### config.mk
export PLATFORM = sky130hd
export DESIGN_NAME = ir_cmd_sequencer
export DESIGN_NICKNAME = d
export VERILOG_FILES = /design/src/rtl/ir_seq_pkg.sv /design/src/rtl/ir_word_store.sv /design/src/rtl/ir_repeat_timer.sv /design/src/rtl/ir_cmd_sequencer.sv
export SDC_FILE = /design/constraint.sdc
export NUM_CORES = 1
export LEC_CHECK = 0
export BUFFER_PORTS_ARGS = -buffer_cell sky130_fd_sc_hd__buf_2
export CAP_MARGIN = 40
export CORE_UTILIZATION = 40
export DETAILED_ROUTE_END_ITERATION = 16
export HOLD_SLACK_MARGIN = 0.03
export PLACE_DENSITY = 0.61
export RECOVER_POWER = 25
export SKIP_LAST_GASP = 1
export SLEW_MARGIN = 20
export SYNTH_ARGS = -nofsm -noshare
export SYNTH_HDL_FRONTEND = slang
export SYNTH_HIERARCHICAL = 1
export SYNTH_SLANG_ARGS = --single-unit
### constraint.sdc
create_clock -name clk -period 7.2 [get_ports clk]
set_input_delay 1.08 -clock clk [delete_from_list [all_inputs] [get_ports clk]]
set_output_delay 1.08 -clock clk [all_outputs]
set_load 0.02 [all_outputs]
### src/rtl/ir_seq_pkg.sv
package ir_seq_pkg;
   typedef enum logic [1:0] {
      SEQ_IDLE = 2'd0,
      SEQ_SEND = 2'd1,
      SEQ_GAP  = 2'd2
   } seq_state_t;

   typedef enum logic {
      SRC_CODE = 1'b0,
      SRC_REP  = 1'b1
   } src_t;
endpackage

### src/rtl/ir_word_store.sv
module ir_word_store #(
   parameter int WORD_W  = 16,
   parameter int DEPTH   = 32,
   parameter int IDXIN_W = 6,
   localparam int CNT_W  = $clog2(DEPTH + 1),
   localparam int IDX_W  = (DEPTH > 1) ? $clog2(DEPTH) : 1
) (
   input  logic               clk,
   input  logic               rst_n,
   input  logic               clr,
   input  logic               wr,
   input  logic [WORD_W-1:0]  wdata,
   input  logic [IDXIN_W-1:0] rd_idx,
   output logic [WORD_W-1:0]  rdata,
   output logic [CNT_W-1:0]   count
);
   logic [WORD_W-1:0] mem [DEPTH];
   logic              full;

   if (IDXIN_W < IDX_W) begin : g_bad_idx
      $error("ir_word_store: read index narrower than store address");
   end

   assign full = (count == CNT_W'(DEPTH));

   always_ff @(posedge clk) begin
      if (wr && !clr && !full)
         mem[count[IDX_W-1:0]] <= wdata;
   end

   always_ff @(posedge clk or negedge rst_n) begin
      if (!rst_n)
         count <= '0;
      else if (clr)
         count <= '0;
      else if (wr && !full)
         count <= count + 1'b1;
   end

   // rewinding read: contents stay for repeats
   assign rdata = (int'(rd_idx) < DEPTH) ? mem[rd_idx[IDX_W-1:0]] : '0;

   a_r2_count_bound: assert property (@(posedge clk) disable iff (!rst_n)
      count <= CNT_W'(DEPTH));

   a_r2_full_ignore: assert property (@(posedge clk) disable iff (!rst_n)
      (full && !clr) |=> full);
endmodule

### src/rtl/ir_repeat_timer.sv
module ir_repeat_timer #(
   parameter int TIME_W = 16
) (
   input  logic              clk,
   input  logic              rst_n,
   input  logic              clr,
   input  logic              restart,
   input  logic              run,
   input  logic              tick,
   input  logic [TIME_W-1:0] limit,
   output logic              due
);
   logic [TIME_W-1:0] cnt;

   always_ff @(posedge clk or negedge rst_n) begin
      if (!rst_n) begin
         cnt <= '0;
         due <= 1'b0;
      end else if (clr || restart) begin
         cnt <= '0;
         due <= 1'b0;
      end else if (run && tick && !due && (limit != '0)) begin
         cnt <= cnt + 1'b1;
         if (cnt == TIME_W'(limit - 1'b1))
            due <= 1'b1;
      end
   end

   a_r7_restart_clears: assert property (@(posedge clk) disable iff (!rst_n)
      restart |=> !due);

   a_r7_zero_never_due: assert property (@(posedge clk) disable iff (!rst_n)
      (limit == '0 && !due) |=> !due);
endmodule

### src/rtl/ir_cmd_sequencer.sv
module ir_cmd_sequencer
   import ir_seq_pkg::*;
#(
   parameter int WORD_W     = 16,
   parameter int CODE_DEPTH = 32,
   parameter int REP_DEPTH  = 8,
   parameter int TIME_W     = 16,
   parameter bit MSB_FIRST  = 1'b1
) (
   input  logic                              clk,
   input  logic                              rst_n,
   input  logic                              en,
   input  logic                              start,
   input  logic                              rep_sel,
   input  logic                              irq_en,
   input  logic                              irq_ack,
   input  logic                              code_wr,
   input  logic [WORD_W-1:0]                 code_wdata,
   input  logic                              rep_wr,
   input  logic [WORD_W-1:0]                 rep_wdata,
   input  logic                              code_flush,
   input  logic                              rep_flush,
   input  logic [TIME_W-1:0]                 rep_time,
   input  logic                              carrier_tick,
   input  logic                              bit_ready,
   output logic                              bit_valid,
   output logic                              bit_data,
   output logic                              busy,
   output logic [$clog2(CODE_DEPTH+1)-1:0]   code_count,
   output logic [$clog2(REP_DEPTH+1)-1:0]    rep_count,
   output logic                              irq
);
   localparam int CODE_CW = $clog2(CODE_DEPTH + 1);
   localparam int REP_CW  = $clog2(REP_DEPTH + 1);
   localparam int IDX_W   = (CODE_CW > REP_CW) ? CODE_CW : REP_CW;
   localparam int BIT_W   = $clog2(WORD_W);

   if (WORD_W < 2 || CODE_DEPTH < 1 || REP_DEPTH < 1 || TIME_W < 1) begin : g_bad_cfg
      $error("ir_cmd_sequencer: illegal parameter set");
   end

   seq_state_t        state_q, state_d;
   src_t              src_q, src_d;
   logic [IDX_W-1:0]  word_q, word_d;
   logic [BIT_W-1:0]  bit_q, bit_d;
   logic              start_q, irq_q;
   logic              restart, done_evt, due;
   logic              start_rise, start_fall;
   logic [WORD_W-1:0] code_rdata, rep_rdata, cur_word;
   logic [IDX_W-1:0]  sel_cnt, next_cnt;
   logic              word_last, bit_last, sel_bit;

   assign start_rise = en && start && !start_q;
   assign start_fall = en && !start && start_q;

   ir_word_store #(.WORD_W(WORD_W), .DEPTH(CODE_DEPTH), .IDXIN_W(IDX_W)) u_code (
      .clk(clk), .rst_n(rst_n), .clr(!en || code_flush || start_fall),
      .wr(code_wr), .wdata(code_wdata), .rd_idx(word_q),
      .rdata(code_rdata), .count(code_count));

   ir_word_store #(.WORD_W(WORD_W), .DEPTH(REP_DEPTH), .IDXIN_W(IDX_W)) u_rep (
      .clk(clk), .rst_n(rst_n), .clr(!en || rep_flush),
      .wr(rep_wr), .wdata(rep_wdata), .rd_idx(word_q),
      .rdata(rep_rdata), .count(rep_count));

   ir_repeat_timer #(.TIME_W(TIME_W)) u_timer (
      .clk(clk), .rst_n(rst_n), .clr(!en), .restart(restart),
      .run(state_q != SEQ_IDLE), .tick(carrier_tick),
      .limit(rep_time), .due(due));

   assign sel_cnt   = (src_q == SRC_REP) ? IDX_W'(rep_count) : IDX_W'(code_count);
   assign next_cnt  = rep_sel ? IDX_W'(rep_count) : IDX_W'(code_count);
   assign word_last = (IDX_W'(word_q + 1'b1) >= sel_cnt);
   assign bit_last  = (bit_q == BIT_W'(WORD_W - 1));
   assign cur_word  = (src_q == SRC_REP) ? rep_rdata : code_rdata;

   if (MSB_FIRST) begin : g_msb
      assign sel_bit = cur_word[BIT_W'(WORD_W - 1) - bit_q];
   end else begin : g_lsb
      assign sel_bit = cur_word[bit_q];
   end

   always_comb begin
      state_d  = state_q;
      src_d    = src_q;
      word_d   = word_q;
      bit_d    = bit_q;
      restart  = 1'b0;
      done_evt = 1'b0;
      unique case (state_q)
         SEQ_IDLE: begin
            if (start_rise && code_count != '0) begin
               state_d = SEQ_SEND;
               src_d   = SRC_CODE;
               word_d  = '0;
               bit_d   = '0;
               restart = 1'b1;
            end
         end
         SEQ_SEND: begin
            if (bit_ready) begin
               if (bit_last) begin
                  bit_d = '0;
                  if (word_last) begin
                     done_evt = 1'b1;
                     state_d  = (rep_time != '0) ? SEQ_GAP : SEQ_IDLE;
                  end else begin
                     word_d = word_q + 1'b1;
                  end
               end else begin
                  bit_d = bit_q + 1'b1;
               end
            end
         end
         SEQ_GAP: begin
            if (rep_time == '0) begin
               state_d = SEQ_IDLE;
            end else if (due) begin
               if (next_cnt != '0) begin
                  state_d = SEQ_SEND;
                  src_d   = rep_sel ? SRC_REP : SRC_CODE;
                  word_d  = '0;
                  bit_d   = '0;
                  restart = 1'b1;
               end else begin
                  state_d = SEQ_IDLE;
               end
            end
         end
         default: state_d = SEQ_IDLE;
      endcase
      if (start_fall) begin
         state_d  = SEQ_IDLE;
         restart  = 1'b0;
         done_evt = 1'b0;
      end
   end

   always_ff @(posedge clk or negedge rst_n) begin
      if (!rst_n) begin
         state_q <= SEQ_IDLE;
         src_q   <= SRC_CODE;
         word_q  <= '0;
         bit_q   <= '0;
         start_q <= 1'b0;
         irq_q   <= 1'b0;
      end else if (!en) begin
         state_q <= SEQ_IDLE;
         src_q   <= SRC_CODE;
         word_q  <= '0;
         bit_q   <= '0;
         start_q <= 1'b0;
         irq_q   <= 1'b0;
      end else begin
         state_q <= state_d;
         src_q   <= src_d;
         word_q  <= word_d;
         bit_q   <= bit_d;
         start_q <= start;
         if (done_evt && irq_en)
            irq_q <= 1'b1;
         else if (irq_ack)
            irq_q <= 1'b0;
      end
   end

   assign bit_valid = (state_q == SEQ_SEND);
   assign bit_data  = bit_valid ? sel_bit : 1'b0;
   assign busy      = (state_q == SEQ_SEND);
   assign irq       = irq_q;

   a_r3_bit_held: assert property (@(posedge clk) disable iff (!rst_n)
      (bit_valid && !bit_ready && !code_wr && !rep_wr) |=> (!bit_valid || $stable(bit_data)));

   a_r5_irq_sticky: assert property (@(posedge clk) disable iff (!rst_n)
      (irq && !irq_ack && en) |=> irq);

   a_r9_fall_flush: assert property (@(posedge clk) disable iff (!rst_n)
      (en && start_q && !start) |=> (!bit_valid && code_count == '0));

   a_r11_disabled: assert property (@(posedge clk) disable iff (!rst_n)
      !en |=> (!bit_valid && !irq && code_count == '0 && rep_count == '0));

   a_r12_empty_idle: assert property (@(posedge clk) disable iff (!rst_n)
      (state_q == SEQ_IDLE && code_count == '0) |=> !bit_valid);
endmodule

## After elaboration in Yosys (flattened, before gate mapping)

Memories as Yosys holds them, arrays and structs flattened.
Index checks and enable logic that the tools add are counted.

- Bits in writable memories: 640
- Output and inout bits: 14
- Bits of input ports: 61
- Memories: 2
- Flip-flop bits (word level): 42
- Logic and storage cells: 157

Memory list:

| name | words | width | read ports | clocked after memory_dff | write ports | line | RTL |
|---|---|---|---|---|---|---|---|
| u_code.mem | 32 | 16 | 1 | 0 | 1 | ir_word_store.sv:17 | `logic [WORD_W-1:0] mem [DEPTH];` |
| u_rep.mem | 8 | 16 | 1 | 0 | 1 | ir_word_store.sv:17 |  |

- Muxes and demuxes: 71
- Reductions and logical operators: 42
- Eq/ne operators: 21
- $lt $le $gt $ge: 4
- Add/sub/neg operators: 7

Operators by type and width:

| kind | number |
|---|---|
| $mux W16 | 5 |
| $mux W6 | 12 |
| $mux W4 | 9 |
| $mux W1 | 30 |
| $mux W2 | 9 |
| $pmux W6 S3 | 1 |
| $add A16 B1 Y16 const B | 1 |
| $eq A16 B16 Y1 | 1 |
| $logic_not A16 Y1 | 1 |
| $reduce_bool A16 Y1 | 1 |
| $sub A16 B1 Y16 const B | 1 |
| $logic_and A1 B1 Y1 | 15 |
| $ne A3 B3 Y1 const B | 5 |
| $add A6 B1 Y6 const B | 2 |
| $pmux W4 S3 | 1 |
| $reduce_bool A6 Y1 | 2 |
| $reduce_and A5 Y1 | 2 |
| $reduce_bool A2 Y1 | 5 |
| $add A4 B1 Y4 const B | 2 |
| $eq A4 B4 Y1 const B | 2 |
| $logic_not A1 Y1 | 8 |
| $ne A4 B2 Y1 const B | 2 |
| $reduce_and A8 Y1 | 1 |
| $eq A6 B6 Y1 const B | 1 |
| other kinds (20) | 26 |

## Depth between registers and ports, before layout

Gate-level depths: netlist of run 1.

- Word-level depth: 10
- Depth in mapped cells: 12
- Gate-level depth less buffers: 11

## Cells and area by module

Netlist of run 1, hierarchy kept.

By module, submodules not included:

| module | area each (um^2) | sequential area each (um^2) | instances | cells each |
|---|---|---|---|---|
| ir_word_store at u_code | 20,425.8 | 15,524.9 | 1 | 910 |
| ir_word_store at u_rep | 5,168.7 | 3,943.8 | 1 | 226 |
| ir_cmd_sequencer | 1,443.9 | 375.4 | 1 | 156 |
| ir_repeat_timer | 1,406.3 | 425.4 | 1 | 164 |

## Worst setup path after synthesis of run 1

OpenSTA, ideal clock, no wires.

- Kind: register to output
- Start: register word_q[1]
- End: output port bit_data
- Buffers on the path: 3
- Stages on the path, launching flop included: 12
- Required time: 6.120 ns
- Arrival: 2.730 ns
- Path slack: 3.390 ns
- Cells stage by stage: dfrtp_1 buf_6 buf_8 buf_6 mux4_1 a22oi_1 a31oi_1 mux4_2 nor2b_1 a211oi_1 a211o_1 a21oi_1

- Longest elaborated chain between the ends: 6
- Elaborated cells between the ends (all ways): 10
- Those cells by class: order compare: 2; mux: 6; memory: 2

Ends and longest elaborated chain:

| item | line | RTL |
|---|---|---|
| start, declared | ir_cmd_sequencer.sv:44 | `logic [IDX_W-1:0] word_q, word_d;` |
| start signal, assigned | ir_cmd_sequencer.sv:157 | `word_q <= word_d;` |
| $mem_v2 Z32 W16 / $lt A6 B6 Y1 (equally long branches) | - |  |
| $mux W16 * | ir_word_store.sv:41 | `assign rdata = (int'(rd_idx) < DEPTH) ? mem[rd_idx[IDX_W-1:0]] : '0;` |
| via code_rdata[15] | ir_cmd_sequencer.sv:49 | `logic [WORD_W-1:0] code_rdata, rep_rdata, cur_word;` |
| $mux W16 * | ir_cmd_sequencer.sv:75 | `assign cur_word = (src_q == SRC_REP) ? rep_rdata : code_rdata;` |
| $bmux W1 S4 * | ir_cmd_sequencer.sv:78 | `assign sel_bit = cur_word[BIT_W'(WORD_W - 1) - bit_q];` |
| $mux W1 (not written as such) * | ir_cmd_sequencer.sv:78 |  |
| $mux W1 * | ir_cmd_sequencer.sv:168 | `assign bit_data = bit_valid ? sel_bit : 1'b0;` |
| end, declared | ir_cmd_sequencer.sv:27 | `output logic bit_data,` |

The timed path passes the listed nets; every way through them passes the cells marked *. The select of a mux whose other input is x is not followed.

## Worst setup path after layout of run 1

- Start: register word_q[0]
- End: output port bit_data

The elaborated chain is that of the path after synthesis.

==> parameters.txt, run 1 <==
Parameter                              Value

Synthesis
  Most common flop cell mapped by yosys ... sky130_fd_sc_hd__edfxtp_1
  Count leader, synth ... sky130_fd_sc_hd__edfxtp_1
  Yosys top cell by area ... sky130_fd_sc_hd__edfxtp_1
  Leading cell types by count after synthesis ... 640 x sky130_fd_sc_hd__edfxtp_1, 89 x sky130_fd_sc_hd__mux4_2, 73 x sky130_fd_sc_hd__nor2_1
  Mean instance size in the synthesized netlist ... 19.54 um^2
  Fraction of synthesized cell area taken by the top area cell type ... 0.6756
  EDFF count, synth ... 640
  Syn Nets ... 1534
  Post-synth cell types ... 83
  Count of synthesis-stage warnings from yosys ... 6
  Proportion of synthesized flip-flops having asynchronous set or reset ... 0.06158
  Gate count after technology mapping ... 1456
  Top area cells in the synthesized netlist ... sky130_fd_sc_hd__edfxtp_1 68%, sky130_fd_sc_hd__mux4_2 7.0%, sky130_fd_sc_hd__mux4_1 5.8%
  Register area share after synthesis ... 0.7126
  Synthesized area ... 0.02844 mm^2
  Seq cells post-synth ... 682

Setup path
  Critical path class ... reg -> out
  Largest stage delay on the critical path ... 860 ps
  Critical Path End Type ... output port
  Worst setup path startpoint ... word_q[0]
  Launch point of the worst reg-to-reg path ... word_q[0]
  Cell with the largest stage delay on the worst path ... sky130_fd_sc_hd__dfrtp_4
  Data arrival time of the worst path ... 4610 ps
  Critical path cell sequence ... buf_4 > and2b_2 > a221oi_1 > o21ai_0 > a31oi_1 > mux4_2 > nor2b_1 > a211oi_1 > a211o_1 > a21oi_1 > buf_2
  Worst-case register-to-register setup slack ... 3370 ps
  Worst path bufs/invs ... 2
  CP Max Fanout ... 41
  Dominant delay contributor by cell family on the critical path ... compound AO/OA/AOI/OAI gates
  Worst Path Required ... 6120 ps
  Kind of start point of the critical path ... flop

Placed design
  Placement Setup Slack ... 2171 ps
  Buffers added on ports ... 74
  DP HPWL ... 40910 um
  Number of instances in the placed design ... 2452
  Final GP Congestion ... 0.8667

STA
  Final setup viols ... 0
  Maximum achievable frequency ... 0.1757 GHz
  Number of pins with negative max-slew slack in the final report ... 165
  Setup tns final ... 0 ps
  Portion of the clock cycle consumed by the worst path in the final layout ... 0.7903
  Final hold viol count ... 0
  Slew headroom ... -0.05453
  Post-Route Skew ... 26.03 ps
  Actual slew at the worst max-slew pin ... 1582 ps
  Setup ws final ... 1510 ps
  Final critical-path required period ... 5690 ps
  RSZ-0062 raised after global routing ... no

Finish
  Total Nets Final ... 1665
  Area of the multi-input gates ... 0.007473 mm^2
  Layout cell share with drive strength beyond 1 ... 0.2050
  Non-Filler Instances ... 2588
  Flip-flop and latch area ... 0.02028 mm^2
  Area grow syn2layout ... 12.91%
  Layout fillers ... 5955

Global routing
  Total overflow reported by the global router ... 0
  Antenna violations before repair ... 1
  First-pass GRT wire length ... 97960 um
  Pin count of the biggest net entering global routing ... 61
  Number of global-route vias before repair ... 14680
  Overall Global Routing Usage ... 0.1874

Status
  Status ... complete, but fails checks
  Violated checks ... capacitance limit, slew limit

Clock network
  TritonCTS clock tree ... done
  Post-CTS clock slew at the launch and capture registers of the worst setup and hold paths ... 60 ps
  Clock latency on the worst-skew pair ... 610 ps
  Longest Clk Path Bufs ... 3
  Number of buffers created by CTS ... 71
  Count of cells resized by post-cts repair ... 0
  Clock tree root driver cell ... sky130_fd_sc_hd__clkbuf_16
  Number of clock sinks ... 682
  # H-tree levels ... 3
  Cts hold-fix bufs ... 0
  Post-CTS setup buffer count ... 0

Floorplan
  Die X ... 268.7 um
  Top-level I/O count ... 75
  Area of the core ... 0.07015 mm^2
  Vertical die dimension ... 268.7 um
  Die Area ... 0.07218 mm^2
  Effective utilization at floorplan ... 0.4055
  Number of core rows ... 97

Route
  Detail-routed via count per cell ... 5.660
  Detailed-route DRC error count ... 0
  Detailed-router iteration count before antenna repair ... 5
  Iteration-0 DRC Markers ... 1350
  Final Routed Wirelength ... 66340 um
  Routed vias ... 14650
  Number of nets with antenna violations after routing ... 0
  Wirelength per Cell ... 25.63 um

Power
  Clock power frac ... 0.443
  NetSw ... 1.638 mW
  Power per cell area ... 252.5 mW/mm^2
  Switching share of power ... 0.2019
  Internal power of the cells ... 6.472 mW
  Comb pwr share ... 0.020
  Static Leakage ... 10.28 nW
  Share of power burned in registers ... 0.537
  Worst vdd ir ... 199.6 uV

Hold path
  HP Start ... irq
  Tightest Hold Check Type ... reg -> reg

Run
  Total of max-cap violations ... 5
[tightest hold or removal path, cell delays in order, from the launching register on]
cell	delay, ps
sky130_fd_sc_hd__dfrtp_1	340
sky130_fd_sc_hd__nand3b_1	80
sky130_fd_sc_hd__nand2_1	70
[layout by cell type (no fill, tap or decap), drive strengths merged, types with 17 or more instances in the layout]
master and count:
a22o 19, a31oi 19, buf 106, clkbuf 117
clkinv 28, dfrtp 42, edfxtp 640, ha 17
inv 21, mux2i 72, mux4 152, nand2 44
nand3 20, nor2 73, o21ai 30, xnor2 25
[power by group through the flow]
stage / clock [mW] / sequential [mW] / combinational [mW]
finish: 3.59 / 4.35 / 0.166
global route: 3.81 / 4.35 / 0.182
CTS: 3.67 / 4.35 / 0.172
detailed placement: 0 / 4.43 / 0.171
global placement: 0 / 4.43 / 0.164
floorplan: 0 / 4.43 / 0.0611
[flip-flops by register name (all words and copies together) (netlist names), 2 cells and up]
| signal | count |
|---|---|
| state_q | 2 |
| bit_q | 4 |
| u_timer/cnt | 16 |
| u_rep/mem | 128 |
| u_code/mem | 512 |
| word_q | 6 |
| u_rep/count | 4 |
| u_code/count | 6 |
[through the flow]
step	utilization	power (mW)	hold slack, ps	instance area (um^2)
2_1_floorplan	-	4.493	526.2	28440
3_3_place_gp	0.4246	4.597	493.1	29780
3_5_place_dp	0.4255	4.606	504.3	29850
4_1_cts	0.4580	8.191	441.2	32130
5_1_grt	0.4577	8.345	576.4	32110
6_report	0.4578	8.110	526.0	32120
[kinds of logic after synthesis]
group                    after synthesis  share of synthesized area
flip-flops                           682                     0.7126
AND/OR/NAND/NOR                      240                    0.04430
multiplexers                         227                     0.1552
AO/OA/AOI/OAI                        160                    0.04328
buffers and inverters                 92                    0.02547
XOR/XNOR                              38                    0.01170
adder cells (fa/ha/maj)               17                   0.007478
[area by class of cell]
type / instances / area share
flip-flops and latches: 682 / 0.6315
multi-input cells: 682 / 0.2327
clock buffers: 91 / 0.05863
well taps: 940 / 0.03662
repair buffers: 132 / 0.02575
clock inverters: 39 / 0.01239
inverters: 18 / 0.002104
diodes: 4 / 0.0003117
[final timing paths]
kind                                   to  cells past startpoint
worst max-delay path             bit_data                     11
worst min-delay path                  irq                      2
worst max register to register  word_q[0]                     10
worst min register to register        irq                      2
max in group asynchronous       word_q[2]                      2
min in group asynchronous           src_q                      1
[layer usage]
metal  share of wire  up-vias  track usage
met5               0        -            0
met3           0.066       85      0.03479
met1            0.43     7715       0.2614
li1                -     6335            -
met2            0.48      512       0.3022
met4           0.020        0      0.05052
Power figures use the tool's default switching activity.
==> run 2, diff against run 1 <==
PLACE_DENSITY = 0.63   (was 0.61)
clock period = 4.9 ns   (was 7.2 ns; I/O delays follow)
==> parameters.txt, run 2 (synthesized netlist as in run 1, its figures left out) <==
Parameter                              Value

Placed design
  DP HPWL ... 39410 um (-3.7%)
  Buffers added on ports ... 74 (unchanged)
  Final GP Congestion ... 0.8220 (-5.2%)
  Number of instances in the placed design ... 2464 (+0.49%)

Global routing
  Antenna violations before repair ... 6 (+5)
  Overall Global Routing Usage ... 0.1809 (-0.006487)
  Pin count of the biggest net entering global routing ... 41 (-33%)
  Number of global-route vias before repair ... 14610 (-0.46%)
  First-pass GRT wire length ... 94830 um (-3.2%)
  Total overflow reported by the global router ... 0 (unchanged)

Floorplan
  Die X ... 268.7 um (unchanged)
  Vertical die dimension ... 268.7 um (unchanged)
  Effective utilization at floorplan ... 0.4055 (unchanged)
  Number of core rows ... 97 (unchanged)
  Top-level I/O count ... 75 (unchanged)
  Die Area ... 0.07218 mm^2 (unchanged)
  Area of the core ... 0.07015 mm^2 (unchanged)

Power
  Total design power ... 11.90 mW (+47%)
  Clock power frac ... 0.442 (about the same)
  Share of power burned in registers ... 0.538 (about the same)
  Switching share of power ... 0.1991 (-0.002790)
  Internal power of the cells ... 9.528 mW (+47%)
  Static Leakage ... 10.38 nW (+1.0%)
  NetSw ... 2.369 mW (+45%)
  Comb pwr share ... 0.020 (about the same)
  Power per cell area ... 368.1 mW/mm^2 (+46%)
  Worst vdd ir ... 227.9 uV (+14%)

Clock network
  # H-tree levels ... 3 (unchanged)
  Number of clock sinks ... 682 (unchanged)
  Clock latency on the worst-skew pair ... 620 ps (about the same)
  Clock tree root driver cell ... sky130_fd_sc_hd__clkbuf_16
  Number of buffers created by CTS ... 71 (unchanged)
  TritonCTS clock tree ... done
  Longest Clk Path Bufs ... 3 (unchanged)
  Post-CTS clock slew at the launch and capture registers of the worst setup and hold paths ... 60 ps (about the same)
  Cts hold-fix bufs ... 0 (unchanged)

Setup path
  Critical path class ... reg -> out
  Reg-to-Reg End ... u_timer/due
  Cell with the largest stage delay on the worst path ... sky130_fd_sc_hd__dfrtp_4
  Data arrival time of the worst path ... 3990 ps (-620 ps)
  Critical path cell sequence ... buf_12 > buf_12 > mux4_2 > mux2i_1 > a221o_1 > a31oi_1 > mux4_2 > mux2i_1 > a211o_1 > a21oi_1 > buf_2
  CP Max Fanout ... 34 (-17%)
  Dominant delay contributor by cell family on the critical path ... compound AO/OA/AOI/OAI gates
  Reg2Reg Depth ... 11 (+1)
  Worst-case register-to-register setup slack ... 1620 ps (-1750 ps)
  Kind of start point of the critical path ... flop
  Largest stage delay on the critical path ... 790 ps (-70 ps)
  Worst path bufs/invs ... 3 (+1)
  Worst Path Required ... 4160 ps (-1960 ps)
  Critical Path End Type ... output port
  Launch point of the worst reg-to-reg path ... u_code/count[3]

Run
  Total of max-cap violations ... 6 (+1)

STA
  Setup tns final ... 0 ps (unchanged)
  Maximum achievable frequency ... 0.2116 GHz
  Final critical-path required period ... 4726 ps
  Number of pins with negative max-slew slack in the final report ... 131 (-21%)
  Actual slew at the worst max-slew pin ... 1594 ps (+12.08 ps)
  Worst slack on hold paths ... 296.4 ps (-229.6 ps)
  Final hold viol count ... 0 (unchanged)
  Slew headroom ... -0.06259 (-0.008054)
  Final setup viols ... 0 (unchanged)
  Post-Route Skew ... 17.13 ps (-8.900 ps)
  RSZ-0062 raised after global routing ... no
  Portion of the clock cycle consumed by the worst path in the final layout ... 0.9646

Finish
  Share of the core filled with cells in the final layout ... 0.4608 (+0.002996)
  Number of flip-flops under the largest register name ... 512 (unchanged)
  Non-Filler Instances ... 2602 (+0.54%)
  Layout cell share with drive strength beyond 1 ... 0.2068 (+0.001763)
  Most common library cell in the layout ignoring fill and taps ... sky130_fd_sc_hd__edfxtp_1
  Area grow syn2layout ... 13.64%
  Commonest non-fill, non-tap cells in the layout ... 640 x sky130_fd_sc_hd__edfxtp_1, 89 x sky130_fd_sc_hd__mux4_2, 73 x sky130_fd_sc_hd__nor2_1
  Total Nets Final ... 1684 (+1.1%)

Route
  Routed vias ... 14700 (+0.36%)
  Detail-routed via count per cell ... 5.650 (-0.18%)
  Number of nets with antenna violations after routing ... 0 (unchanged)
  Iteration-0 DRC Markers ... 1409 (+4.4%)
  Wirelength per Cell ... 24.90 um (-2.9%)
  Detailed-router iteration count before antenna repair ... 5 (unchanged)
  Detailed-route DRC error count ... 0 (unchanged)
  Final Routed Wirelength ... 64790 um (-2.3%)

Hold path
  Tightest Hold Check Type ... in -> async

Status
  Status ... complete, but fails checks
  Violated checks ... capacitance limit, slew limit
==> run 2: cell types whose count changed in the layout (fill, tap and decap cells not counted), sizes merged <==
| cell | before | now |
|---|---|---|
| buf | 106 | 124 |
| bufinv | 6 | 7 |
| clkbuf | 117 | 114 |
| clkinvlp | 2 | 1 |
| diode | 4 | 3 |
==> run 2: stage by stage <==
stage | area [um^2] | worst slack [ps]
global placement | 29950 | 607.5
detailed placement | 30000 | 666.0
global route | 32320 | 25.93
floorplan | 28440 | 1435
finish | 32330 | 173.6
CTS | 32270 | 2.421
==> run 2: area by class of cell <==
cell class	count	area (um^2)
repair buffers	151	1060
inverters	18	67.56
clock inverters	39	410.4
well taps	940	1176
multi-input cells	682	7466
diodes	3	7.507
fillers	5982	37820
flip-flops and latches	682	20280
clock buffers	87	1858
==> run 2: timing repair <==
| item | CTS | global route |
|---|---|---|
| resized for setup | 0 | 0 |
| setup buffers | 0 | 9 |
| setup endpoints to repair | 0 | 1 |
==> run 2: worst max-delay path by stage <==
stage	start	to	slack [ps]	cells past startpoint
floorplan	word_q[1]	bit_data	1430	11
global placement	word_q[1]	bit_data	610	10
detailed placement	word_q[1]	bit_data	670	10
CTS	word_q[1]	bit_data	2	10
global route	word_q[2]	bit_data	30	11
finish	word_q[2]	bit_data	170	11
==> run 2: power by group through the flow <==
stage / Combinational (mW) / Clock, mW / Sequential [mW]
2_1_floorplan: 0.0897 / 0 / 6.51
3_3_place_gp: 0.237 / 0 / 6.51
3_5_place_dp: 0.250 / 0 / 6.52
4_1_cts: 0.250 / 5.36 / 6.39
5_1_grt: 0.265 / 5.57 / 6.39
6_report: 0.243 / 5.26 / 6.40
==> run 2: metal layers <==
| metal | routed length, um | global-route usage | part of all wire | up-vias |
|---|---|---|---|---|
| li1 | - | - | - | 6377 |
| met1 | 28090 | 0.2510 | 0.43 | 7730 |
| met2 | 30890 | 0.2871 | 0.48 | 492 |
| met3 | 4015 | 0.03589 | 0.062 | 93 |
| met4 | 1737 | 0.05912 | 0.027 | 8 |
| met5 | 55 | 0 | 0.00085 | - |
==> run 3, diff against run 2 <==
GPL_TIMING_DRIVEN = 0   (was unset)
==> parameters.txt, run 3 (synthesized netlist as in run 1, its figures left out) <==
Parameter                              Value

Clock network
  Clock tree root driver cell ... sky130_fd_sc_hd__clkbuf_16
  Number of buffers created by CTS ... 71 (unchanged)
  Number of clock sinks ... 682 (unchanged)
  Longest Clk Path Bufs ... 3 (unchanged)
  # H-tree levels ... 3 (unchanged)
  Clock latency on the worst-skew pair ... 620 ps (about the same)
  Post-CTS clock slew at the launch and capture registers of the worst setup and hold paths ... 60 ps (about the same)
  TritonCTS clock tree ... done

Finish
  Area grow syn2layout ... 15.93%
  Number of flip-flops under the largest register name ... 512 (unchanged)
  Area of the multi-input gates ... 0.007627 mm^2 (+2.2%)
  Layout fillers ... 5889 (-1.6%)
  Layout cell share with drive strength beyond 1 ... 0.2540 (+0.04721)
  Total Nets Final ... 1730 (+2.7%)
  Commonest non-fill, non-tap cells in the layout ... 640 x sky130_fd_sc_hd__edfxtp_1, 89 x sky130_fd_sc_hd__mux4_2, 71 x sky130_fd_sc_hd__clkbuf_16
  Non-Filler Instances ... 2647 (+1.7%)
  Most common library cell in the layout ignoring fill and taps ... sky130_fd_sc_hd__edfxtp_1
  Flip-flop and latch area ... 0.02027 mm^2 (about the same)

Global routing
  Number of global-route vias before repair ... 15020 (+2.8%)
  Overall Global Routing Usage ... 0.1898 (+0.008885)
  Antenna violations before repair ... 3 (-3)
  Total overflow reported by the global router ... 0 (unchanged)
  First-pass GRT wire length ... 98360 um (+3.7%)
  Pin count of the biggest net entering global routing ... 33 (-20%)

Setup path
  Worst Path Required ... 4160 ps (about the same)
  Cell with the largest stage delay on the worst path ... sky130_fd_sc_hd__mux4_1
  CP Max Fanout ... 10 (-71%)
  Kind of start point of the critical path ... flop
  Largest stage delay on the critical path ... 610 ps (-180 ps)
  Launch point of the worst reg-to-reg path ... u_code/count[1]
  Worst setup path startpoint ... word_q[0]
  Data arrival time of the worst path ... 4110 ps (+120 ps)
  Critical Path End Type ... output port
  Critical path class ... reg -> out
  Critical path cell sequence ... buf_8 > buf_12 > mux4_1 > mux2i_2 > a221o_1 > a31oi_1 > mux4_2 > mux2_2 > o21ai_1 > a21oi_1 > buf_2

Placed design
  Number of instances in the placed design ... 2515 (+2.1%)
  DP HPWL ... 45540 um (+16%)
  Placement Setup Slack ... 513.7 ps (-152.3 ps)
  Buffers added on ports ... 74 (unchanged)
  Final GP Congestion ... 0.8479 (+3.2%)

Route
  Detailed-route DRC error count ... 0 (unchanged)
  Detail-routed via count per cell ... 5.650 (about the same)
  Detailed-router iteration count before antenna repair ... 6 (+1)
  Routed vias ... 14960 (+1.7%)
  Number of nets with antenna violations after routing ... 0 (unchanged)
  Final Routed Wirelength ... 67640 um (+4.4%)
  Wirelength per Cell ... 25.55 um (+2.6%)
  Iteration-0 DRC Markers ... 1485 (+5.4%)

Run
  Total of max-cap violations ... 2 (-4)

Status
  Violated checks ... capacitance limit, slew limit
  Status ... complete, but fails checks

Floorplan
  Effective utilization at floorplan ... 0.4055 (unchanged)
  Top-level I/O count ... 75 (unchanged)
  Die X ... 268.7 um (unchanged)
  Area of the core ... 0.07015 mm^2 (unchanged)
  Number of core rows ... 97 (unchanged)
  Vertical die dimension ... 268.7 um (unchanged)
  Die Area ... 0.07218 mm^2 (unchanged)

STA
  Final hold viol count ... 0 (unchanged)
  Portion of the clock cycle consumed by the worst path in the final layout ... 0.9882 (+0.02362)
  Number of pins with negative max-slew slack in the final report ... 67 (-49%)
  Final setup viols ... 0 (unchanged)
  Actual slew at the worst max-slew pin ... 1578 ps (-15.77 ps)
  Final critical-path required period ... 4842 ps (+115.7 ps)
  Setup tns final ... 0 ps (unchanged)
  Maximum achievable frequency ... 0.2065 GHz (-2.4%)
  RSZ-0062 raised after global routing ... no
  Post-Route Skew ... 24.59 ps (+7.452 ps)
  Slew headroom ... -0.05207 (+0.01052)
  Setup ws final ... 57.83 ps (-115.7 ps)

Power
  Worst vdd ir ... 217.6 uV (-4.5%)
  Power per cell area ... 358.5 mW/mm^2 (-2.6%)
  Static Leakage ... 10.62 nW (+2.3%)

Hold path
  Tightest Hold Check Type ... in -> async
-- run 3: final cells by class --
cell class              count  share of cell area
diodes                      2           0.0001518
inverters                  18            0.002049
multi-input cells         682              0.2313
clock buffers              90             0.05604
well taps                 940             0.03567
flip-flops and latches    682              0.6148
repair buffers            124             0.02827
plain buffers              73             0.01996
clock inverters            36             0.01176
-- run 3: through the flow --
| stage | utilization | hold slack, ps | power, mW | cell area, um^2 |
|---|---|---|---|---|
| floorplan | - | 439.4 | 6.602 | 28440 |
| global placement | 0.4275 | 493.4 | 6.751 | 29990 |
| detailed placement | 0.4372 | 498.0 | 6.770 | 30670 |
| CTS | 0.4696 | 60.70 | 11.92 | 32940 |
| global route | 0.4700 | 343.1 | 12.15 | 32970 |
| finish | 0.4701 | 305.7 | 11.82 | 32980 |
-- run 3: critical path, delay by kind of cell (launching register included) --
family	cells	cell delay, ps
buffers and inverters	3	600
AOI/OAI and AO/OA	4	690
DFF	1	450
muxes	4	1710
-- run 3: path summary, 6_finish.rpt --
check	endpoint	slack, ps	cells past startpoint
min	state_q[1]	310	1
min in group clk	irq	350	3
max reg2reg	u_timer/due	1590	12
max	bit_data	60	11
min reg2reg	irq	510	2
max in group asynchronous	u_timer/cnt[2]	2810	2
-- run 3: metal layers --
| layer | global-route usage | up-vias | wire, um |
|---|---|---|---|
| li1 | - | 6466 | - |
| met1 | 0.2591 | 7813 | 28160 |
| met2 | 0.3055 | 584 | 32410 |
| met3 | 0.04283 | 88 | 5643 |
| met4 | 0.05375 | 4 | 1402 |
| met5 | 0 | - | 23 |
-- run 3: timing repair --
action / 4_1_cts / 5_1_grt
resized for setup: 8 / 11
hold buffers: 0 / 0
setup buffers: 0 / 4
endpoints found under the setup margin: 1 / 1
-- run 3: power breakdown --
part           internal, mW  leakage (nW)  switching [mW]
Combinational        0.0686          3.20           0.182
Clock                  2.93          1.09            2.25
Sequential             6.39          6.33         0.00708
